===== src/rtl/ssi_pkg.sv =====
`timescale 1ns/1ps
package ssi_pkg;

   typedef enum logic [1:0] {
      SRC_SOFT     = 2'd0,
      SRC_TIMER    = 2'd1,
      SRC_EXT_RISE = 2'd2,
      SRC_EXT_FALL = 2'd3
   } clk_src_e;

   localparam logic [1:0] ADR_DATA = 2'd0;
   localparam logic [1:0] ADR_BUF  = 2'd1;
   localparam logic [1:0] ADR_STAT = 2'd2;
   localparam logic [1:0] ADR_CTRL = 2'd3;

   // flag vector positions (vector is placed at the top of status)
   localparam int NFLAG      = 3;
   localparam int FLAG_START = 2;
   localparam int FLAG_OVF   = 1;
   localparam int FLAG_STOP  = 0;

   typedef struct packed {
      logic [1:0] wmode;
      clk_src_e   src;
      logic       cnt_sw;
   } ctrl_t;

endpackage


===== src/rtl/ssi_line_mon.sv =====
`timescale 1ns/1ps
module ssi_line_mon (
   input  logic clk,
   input  logic rst_n,
   input  logic sck_in,
   input  logic sdi_in,
   output logic sck_rise,
   output logic sck_fall,
   output logic start_cond,
   output logic stop_cond
);
   logic sck_q;
   logic sdi_q;
   logic scl_high;

   always_ff @(posedge clk or negedge rst_n) begin
      if (!rst_n) begin
         sck_q <= 1'b0;
         sdi_q <= 1'b0;
      end else begin
         sck_q <= sck_in;
         sdi_q <= sdi_in;
      end
   end

   assign sck_rise   = sck_in & ~sck_q;
   assign sck_fall   = ~sck_in & sck_q;
   assign scl_high   = sck_in & sck_q;
   assign start_cond = scl_high & sdi_q & ~sdi_in;
   assign stop_cond  = scl_high & ~sdi_q & sdi_in;
endmodule


===== src/rtl/ssi_clk_route.sv =====
`timescale 1ns/1ps
module ssi_clk_route
   import ssi_pkg::*;
(
   input  clk_src_e src,
   input  logic     cnt_sw,
   input  logic     sw_strobe,
   input  logic     tmr_match,
   input  logic     sck_in,
   input  logic     sck_rise,
   input  logic     sck_fall,
   output logic     shift_ev,
   output logic     cnt_ev,
   output logic     edge_start,
   output logic     latch_open
);
   logic any_edge;
   assign any_edge = sck_rise | sck_fall;

   always_comb begin
      shift_ev   = 1'b0;
      cnt_ev     = 1'b0;
      edge_start = 1'b0;
      latch_open = 1'b1;
      case (src)
         SRC_SOFT: begin
            shift_ev = sw_strobe;
            cnt_ev   = sw_strobe;
         end
         SRC_TIMER: begin
            shift_ev = tmr_match;
            cnt_ev   = tmr_match;
         end
         SRC_EXT_RISE: begin
            shift_ev   = sck_rise;
            latch_open = ~sck_in;
         end
         default: begin
            shift_ev   = sck_fall;
            latch_open = sck_in;
         end
      endcase
      if (src == SRC_EXT_RISE || src == SRC_EXT_FALL) begin
         cnt_ev     = cnt_sw ? sw_strobe : any_edge;
         edge_start = ~cnt_sw & any_edge;
      end
   end
endmodule


===== src/rtl/ssi_shifter.sv =====
`timescale 1ns/1ps
module ssi_shifter #(
   parameter int DATA_W = 8
) (
   input  logic              clk,
   input  logic              rst_n,
   input  logic              wr_en,
   input  logic [DATA_W-1:0] wr_data,
   input  logic              shift_ev,
   input  logic              sdi_in,
   input  logic              cap_en,
   input  logic              latch_open,
   output logic [DATA_W-1:0] sr_q,
   output logic [DATA_W-1:0] buf_q,
   output logic              sdo
);
   localparam int MSB = DATA_W - 1;

   if (DATA_W < 2) begin : g_width_check
      $error("ssi_shifter: DATA_W must be at least 2");
   end

   logic [DATA_W-1:0] sr_d;
   logic              lat_q;

   always_comb begin
      if (wr_en)         sr_d = wr_data;
      else if (shift_ev) sr_d = {sr_q[MSB-1:0], sdi_in};
      else               sr_d = sr_q;
   end

   always_ff @(posedge clk or negedge rst_n) begin
      if (!rst_n) begin
         sr_q  <= '0;
         buf_q <= '0;
         lat_q <= 1'b0;
      end else begin
         sr_q  <= sr_d;
         lat_q <= sdo;
         if (cap_en) buf_q <= sr_d;
      end
   end

   assign sdo = latch_open ? sr_q[MSB] : lat_q;
endmodule


===== src/rtl/ssi_cnt_flags.sv =====
`timescale 1ns/1ps
module ssi_cnt_flags
   import ssi_pkg::*;
#(
   parameter int CNT_W = 4
) (
   input  logic             clk,
   input  logic             rst_n,
   input  logic             cnt_ev,
   input  logic             cnt_wr,
   input  logic [CNT_W-1:0] cnt_wdata,
   input  logic [NFLAG-1:0] ext_set,
   input  logic [NFLAG-1:0] flag_clr,
   output logic [CNT_W-1:0] cnt_q,
   output logic             ovf_ev,
   output logic [NFLAG-1:0] flags
);
   logic [NFLAG-1:0] set_vec;

   assign ovf_ev = cnt_ev & ~cnt_wr & (&cnt_q);

   always_comb begin
      set_vec           = ext_set;
      set_vec[FLAG_OVF] = ovf_ev;
   end

   always_ff @(posedge clk or negedge rst_n) begin
      if (!rst_n)      cnt_q <= '0;
      else if (cnt_wr) cnt_q <= cnt_wdata;
      else if (cnt_ev) cnt_q <= cnt_q + 1'b1;
   end

   for (genvar i = 0; i < NFLAG; i++) begin : g_flag
      logic f_q;
      always_ff @(posedge clk or negedge rst_n) begin
         if (!rst_n)           f_q <= 1'b0;
         else if (set_vec[i])  f_q <= 1'b1;
         else if (flag_clr[i]) f_q <= 1'b0;
      end
      assign flags[i] = f_q;
   end
endmodule


===== src/rtl/ssi_unit.sv =====
`timescale 1ns/1ps
module ssi_unit
   import ssi_pkg::*;
#(
   parameter int DATA_W = 8,
   parameter int CNT_W  = 4
) (
   input  logic              clk,
   input  logic              rst_n,
   input  logic [1:0]        bus_addr,
   input  logic              bus_wr,
   input  logic [DATA_W-1:0] bus_wdata,
   output logic [DATA_W-1:0] bus_rdata,
   input  logic              tmr_match,
   input  logic              sck_in,
   input  logic              sdi_in,
   output logic              sdo_out
);
   localparam int MSB   = DATA_W - 1;
   localparam int PAD_W = DATA_W - NFLAG - 1 - CNT_W;

   if (DATA_W < 8) begin : g_dw_check
      $error("ssi_unit: DATA_W must be at least 8");
   end
   if (CNT_W < 1 || PAD_W < 0) begin : g_cw_check
      $error("ssi_unit: counter does not fit in status");
   end

   ctrl_t             ctrl_q;
   logic              data_wr, stat_wr, ctrl_wr, sw_strobe;
   logic              sck_rise, sck_fall, start_cond, stop_cond;
   logic              shift_ev, cnt_ev, edge_start, latch_open;
   logic              two_wire, dcoll, ovf_ev, flag_ovf;
   logic [1:0]        ctrl_src;
   logic [NFLAG-1:0]  flags, ext_set, flag_clr;
   logic [CNT_W-1:0]  cnt_q;
   logic [DATA_W-1:0] shreg_q, buf_q, stat_word, ctrl_word;

   assign data_wr   = bus_wr & (bus_addr == ADR_DATA);
   assign stat_wr   = bus_wr & (bus_addr == ADR_STAT);
   assign ctrl_wr   = bus_wr & (bus_addr == ADR_CTRL);
   assign sw_strobe = ctrl_wr & bus_wdata[0];
   assign two_wire  = ctrl_q.wmode[1];
   assign ctrl_src  = ctrl_q.src;

   always_ff @(posedge clk or negedge rst_n) begin
      if (!rst_n) begin
         ctrl_q <= '{wmode: 2'b00, src: SRC_SOFT, cnt_sw: 1'b0};
      end else if (ctrl_wr) begin
         ctrl_q.wmode  <= bus_wdata[5:4];
         ctrl_q.src    <= clk_src_e'(bus_wdata[3:2]);
         ctrl_q.cnt_sw <= bus_wdata[1];
      end
   end

   ssi_line_mon u_line (
      .clk        (clk),
      .rst_n      (rst_n),
      .sck_in     (sck_in),
      .sdi_in     (sdi_in),
      .sck_rise   (sck_rise),
      .sck_fall   (sck_fall),
      .start_cond (start_cond),
      .stop_cond  (stop_cond)
   );

   ssi_clk_route u_route (
      .src        (ctrl_q.src),
      .cnt_sw     (ctrl_q.cnt_sw),
      .sw_strobe  (sw_strobe),
      .tmr_match  (tmr_match),
      .sck_in     (sck_in),
      .sck_rise   (sck_rise),
      .sck_fall   (sck_fall),
      .shift_ev   (shift_ev),
      .cnt_ev     (cnt_ev),
      .edge_start (edge_start),
      .latch_open (latch_open)
   );

   ssi_shifter #(.DATA_W(DATA_W)) u_shift (
      .clk        (clk),
      .rst_n      (rst_n),
      .wr_en      (data_wr),
      .wr_data    (bus_wdata),
      .shift_ev   (shift_ev),
      .sdi_in     (sdi_in),
      .cap_en     (ovf_ev),
      .latch_open (latch_open),
      .sr_q       (shreg_q),
      .buf_q      (buf_q),
      .sdo        (sdo_out)
   );

   always_comb begin
      ext_set             = '0;
      ext_set[FLAG_START] = two_wire ? start_cond : edge_start;
      ext_set[FLAG_STOP]  = two_wire & stop_cond;
      flag_clr            = stat_wr ? bus_wdata[MSB -: NFLAG] : '0;
   end

   ssi_cnt_flags #(.CNT_W(CNT_W)) u_cnt (
      .clk       (clk),
      .rst_n     (rst_n),
      .cnt_ev    (cnt_ev),
      .cnt_wr    (stat_wr),
      .cnt_wdata (bus_wdata[CNT_W-1:0]),
      .ext_set   (ext_set),
      .flag_clr  (flag_clr),
      .cnt_q     (cnt_q),
      .ovf_ev    (ovf_ev),
      .flags     (flags)
   );

   assign flag_ovf = flags[FLAG_OVF];
   assign dcoll    = two_wire & (shreg_q[MSB] ^ sdi_in);

   if (PAD_W > 0) begin : g_pad
      assign stat_word = {flags, dcoll, {PAD_W{1'b0}}, cnt_q};
   end else begin : g_nopad
      assign stat_word = {flags, dcoll, cnt_q};
   end

   assign ctrl_word = {{(DATA_W-6){1'b0}}, ctrl_q.wmode, ctrl_q.src, ctrl_q.cnt_sw, 1'b0};

   always_comb begin
      case (bus_addr)
         ADR_DATA: bus_rdata = shreg_q;
         ADR_BUF:  bus_rdata = buf_q;
         ADR_STAT: bus_rdata = stat_word;
         default:  bus_rdata = ctrl_word;
      endcase
   end
endmodule


===== config.mk =====
export PLATFORM = sky130hd
export DESIGN_NAME = ssi_unit
export DESIGN_NICKNAME = d
export VERILOG_FILES = /design/src/rtl/ssi_pkg.sv /design/src/rtl/ssi_line_mon.sv /design/src/rtl/ssi_clk_route.sv /design/src/rtl/ssi_shifter.sv /design/src/rtl/ssi_cnt_flags.sv /design/src/rtl/ssi_unit.sv
export SDC_FILE = /design/constraint.sdc
export NUM_CORES = 1
export LEC_CHECK = 0
export ABC_AREA = 1
export BUFFER_PORTS_ARGS = -buffer_cell sky130_fd_sc_hd__buf_4
export CAP_MARGIN = 20
export CORE_UTILIZATION = 50
export CTS_BUF_LIST = sky130_fd_sc_hd__clkbuf_16
export CTS_CLUSTER_SIZE = 20
export DETAILED_ROUTE_END_ITERATION = 8
export PLACE_DENSITY = 0.71
export REMOVE_ABC_BUFFERS = 1
export SLEW_MARGIN = 20
export SYNTH_ARGS = -nofsm -noshare
export SYNTH_HDL_FRONTEND = slang
export SYNTH_HIERARCHICAL = 1
export SYNTH_SLANG_ARGS = --single-unit

===== constraint.sdc =====
create_clock -name clk -period 2.2 [get_ports clk]
set_input_delay 0.22 -clock clk [delete_from_list [all_inputs] [get_ports clk]]
set_output_delay 0.22 -clock clk [all_outputs]
set_load 0.02 [all_outputs]

==> flow_summary.toml <==
[clock_network]
cts_resized = 0
clkSlewWorstSetupHoldPaths_ns = 0.05
insertion_delay_ns = 0.27
cts_made_buffers = 5
clock_path_buffers = 2
cts_setup_buffers = 0
htree_levels = 2
cts.sinks = 31
cts_hold_buf = 1
cts_tree = "built"
root_buffer = "clkbuf_16"

[synthesis]
syn_area_per_cell_um2 = 7.27
syn-cell-area_mm2 = 0.00188
synthCells = 258
ys.warnings.count = 6

[final_layout]
nNetsFinal = 301
layout-drive-gt1-share = 0.189
fill_cells = 335
area_delta_synth_final_pct = 18.0
final_cells = 331
fin_util = 0.638
design_area_mm2 = 0.00221
diodes = 0

[worst_setup_path]
ff2ff_setup_slack_ns = 0.52
cp_slowest_cell = "dfrtp_1"
crit_type = "flop to output port"
critPathArrivalTime_ns = 1.52
crit_path_end_kind = "output port"
worstPathMaxFanout = 7
worstPathRequired_ns = 1.98
path_cells = "xor2_1 > nand2_1 > mux2_2 > buf_4"
crit_path_max_incr_delay_ns = 0.45
worst_setup_path_start_kind = "flop"

[grt]
grt_start_max_net_pins = 32
grt_pass1_wl_mm = 7.57
grt_pass1_vias = 1618
antenna_found_initial = 0
grt_use_total = 0.252
overflow = 0

[timing]
slew_viol_final = 0
worst_pin_slew_ns = 0.407
period_needed_ns = 1.74
slew_headroom = 0.729
hold_violations = 0
setup_tns_ns = 0
fmax_mhz = 573
worst_slack_ns = 0.456
rsz0062_at_grt = "no"
fin_skew_ns = 0.00196
setup_viol = 0
fin_crit_sh = 0.793

[power]
worst_ir_drop_vdd_mv = 0.706
p_per_area_mw_per_mm2 = 1020
leakage_nw = 1.19

[die]
fp.dieArea_mm2 = 0.00400
core_area_mm2 = 0.00347
start_util = 0.541
placementRows = 21
fp.dieH_um = 63.2
num_io_pins = 25
die_x_um = 63.2

[placement]
port_buffers = 24
place_congestion = 0.842
preCtsSetupSlack_ns = 0.368
post-place-cells = 322
placed_cell_area_mm2 = 0.00207
hpwl_mm = 3.26

[drt]
drc = 0
postRouteAntennaNets = 0
via_count = 1702
wirelength_mm = 4.48
drt_iter0_drc = 99
detail_route.wl_per_cell_um = 13.5
dr.pass1.iters = 4
vias_per_cell = 5.14

[outcome]
outcome = "finished clean"

[flow_run]
cap_violations = 0

[worst_hold_path]
hp-class = "input port to flop"
-- sequential cells by signal, summed over array words and instances (netlist names) --
name and count:
u_line/sck_q 1, ctrl_src 2, u_shift/buf_q 8, u_shift/sr_q 8, u_cnt/cnt_q 4, u_shift/lat_q 1, u_cnt/g_flag.f_q 3, u_line/sdi_q 1
ctrl_q 3
-- worst paths after layout --
check / startpoint / to / cells past startpoint
max: ctrl_src[0]$_DFFE_PN0P_ / sdo_out / 4
min: sck_in / u_line/sck_q$_DFF_PN0_ / 1
max reg2reg: u_line/sck_q$_DFF_PN0_ / u_shift/buf_q[2]$_DFFE_PN0P_ / 10
min reg2reg: u_shift/buf_q[5]$_DFFE_PN0P_ / u_shift/buf_q[5]$_DFFE_PN0P_ / 2
max in group asynchronous: rst_n / u_cnt/cnt_q[2]$_DFFE_PN0P_ / 2
min in group asynchronous: rst_n / u_cnt/g_flag[0].f_q$_DFFE_PN0P_ / 2
-- power by group --
group	leakage [nW]	internal, W	switching [W]	total (W)
Sequential	0.388	0.000772	0.000178	0.000951
Clock	0.0762	0.000407	0.000224	0.000630
Combinational	0.726	0.000296	0.000385	0.000681
Total	1.19	0.00148	0.000787	0.00226
-- worst max-delay path, delay by kind of cell, from the launching register on --
| kind | cells | cell delay (ns) |
|---|---|---|
| flip-flops | 1 | 0.45 |
| multiplexers | 1 | 0.36 |
| XOR/XNOR | 1 | 0.19 |
| AND/OR/NAND/NOR | 1 | 0.10 |
| buffers and inverters | 1 | 0.16 |
-- area by class of cell --
type	count	area (um^2)	share of cell area
multi-input cells	184	902	0.408
flip-flops and latches	31	776	0.350
repair buffers	27	205	0.0927
inverters	35	135	0.0611
clock buffers	5	125	0.0565
well taps	46	57.6	0.0260
clock inverters	3	12.5	0.00565
-- layout by cell type (no fill, tap or decap), drive strengths merged --
cell type and instances:
a21boi 2, clkinv 2, mux2 1, nor2 15
nor3b 1, ha 1, and2 8, clkbuf 5
dfrtp 31, o21bai 2, or2 8, nand4 5
nand3 46, o22ai 1, xor2 1, o21ai 2
o211ai 1, nand2 89, buf 26, xnor2 1
dlygate4sd3 1, inv 36
-- metal layers --
metal | track usage | wire length (um) | vias up | share of wire
li1 | - | - | 862 | -
met1 | 0.346 | 2050 | 787 | 0.46
met2 | 0.371 | 2070 | 42 | 0.46
met3 | 0.0652 | 229 | 11 | 0.051
met4 | 0.111 | 127 | 0 | 0.028
met5 | 0 | 0 | - | 0
-- stage by stage --
step           total power (W)  hold WS [ns]
6_report               0.00226        0.0936
5_1_grt                0.00241        0.0975
4_1_cts                0.00228        0.0929
3_5_place_dp           0.00163         0.173
3_3_place_gp           0.00162         0.176
2_1_floorplan          0.00138       -0.0756
Power figures use the tool's default switching activity.
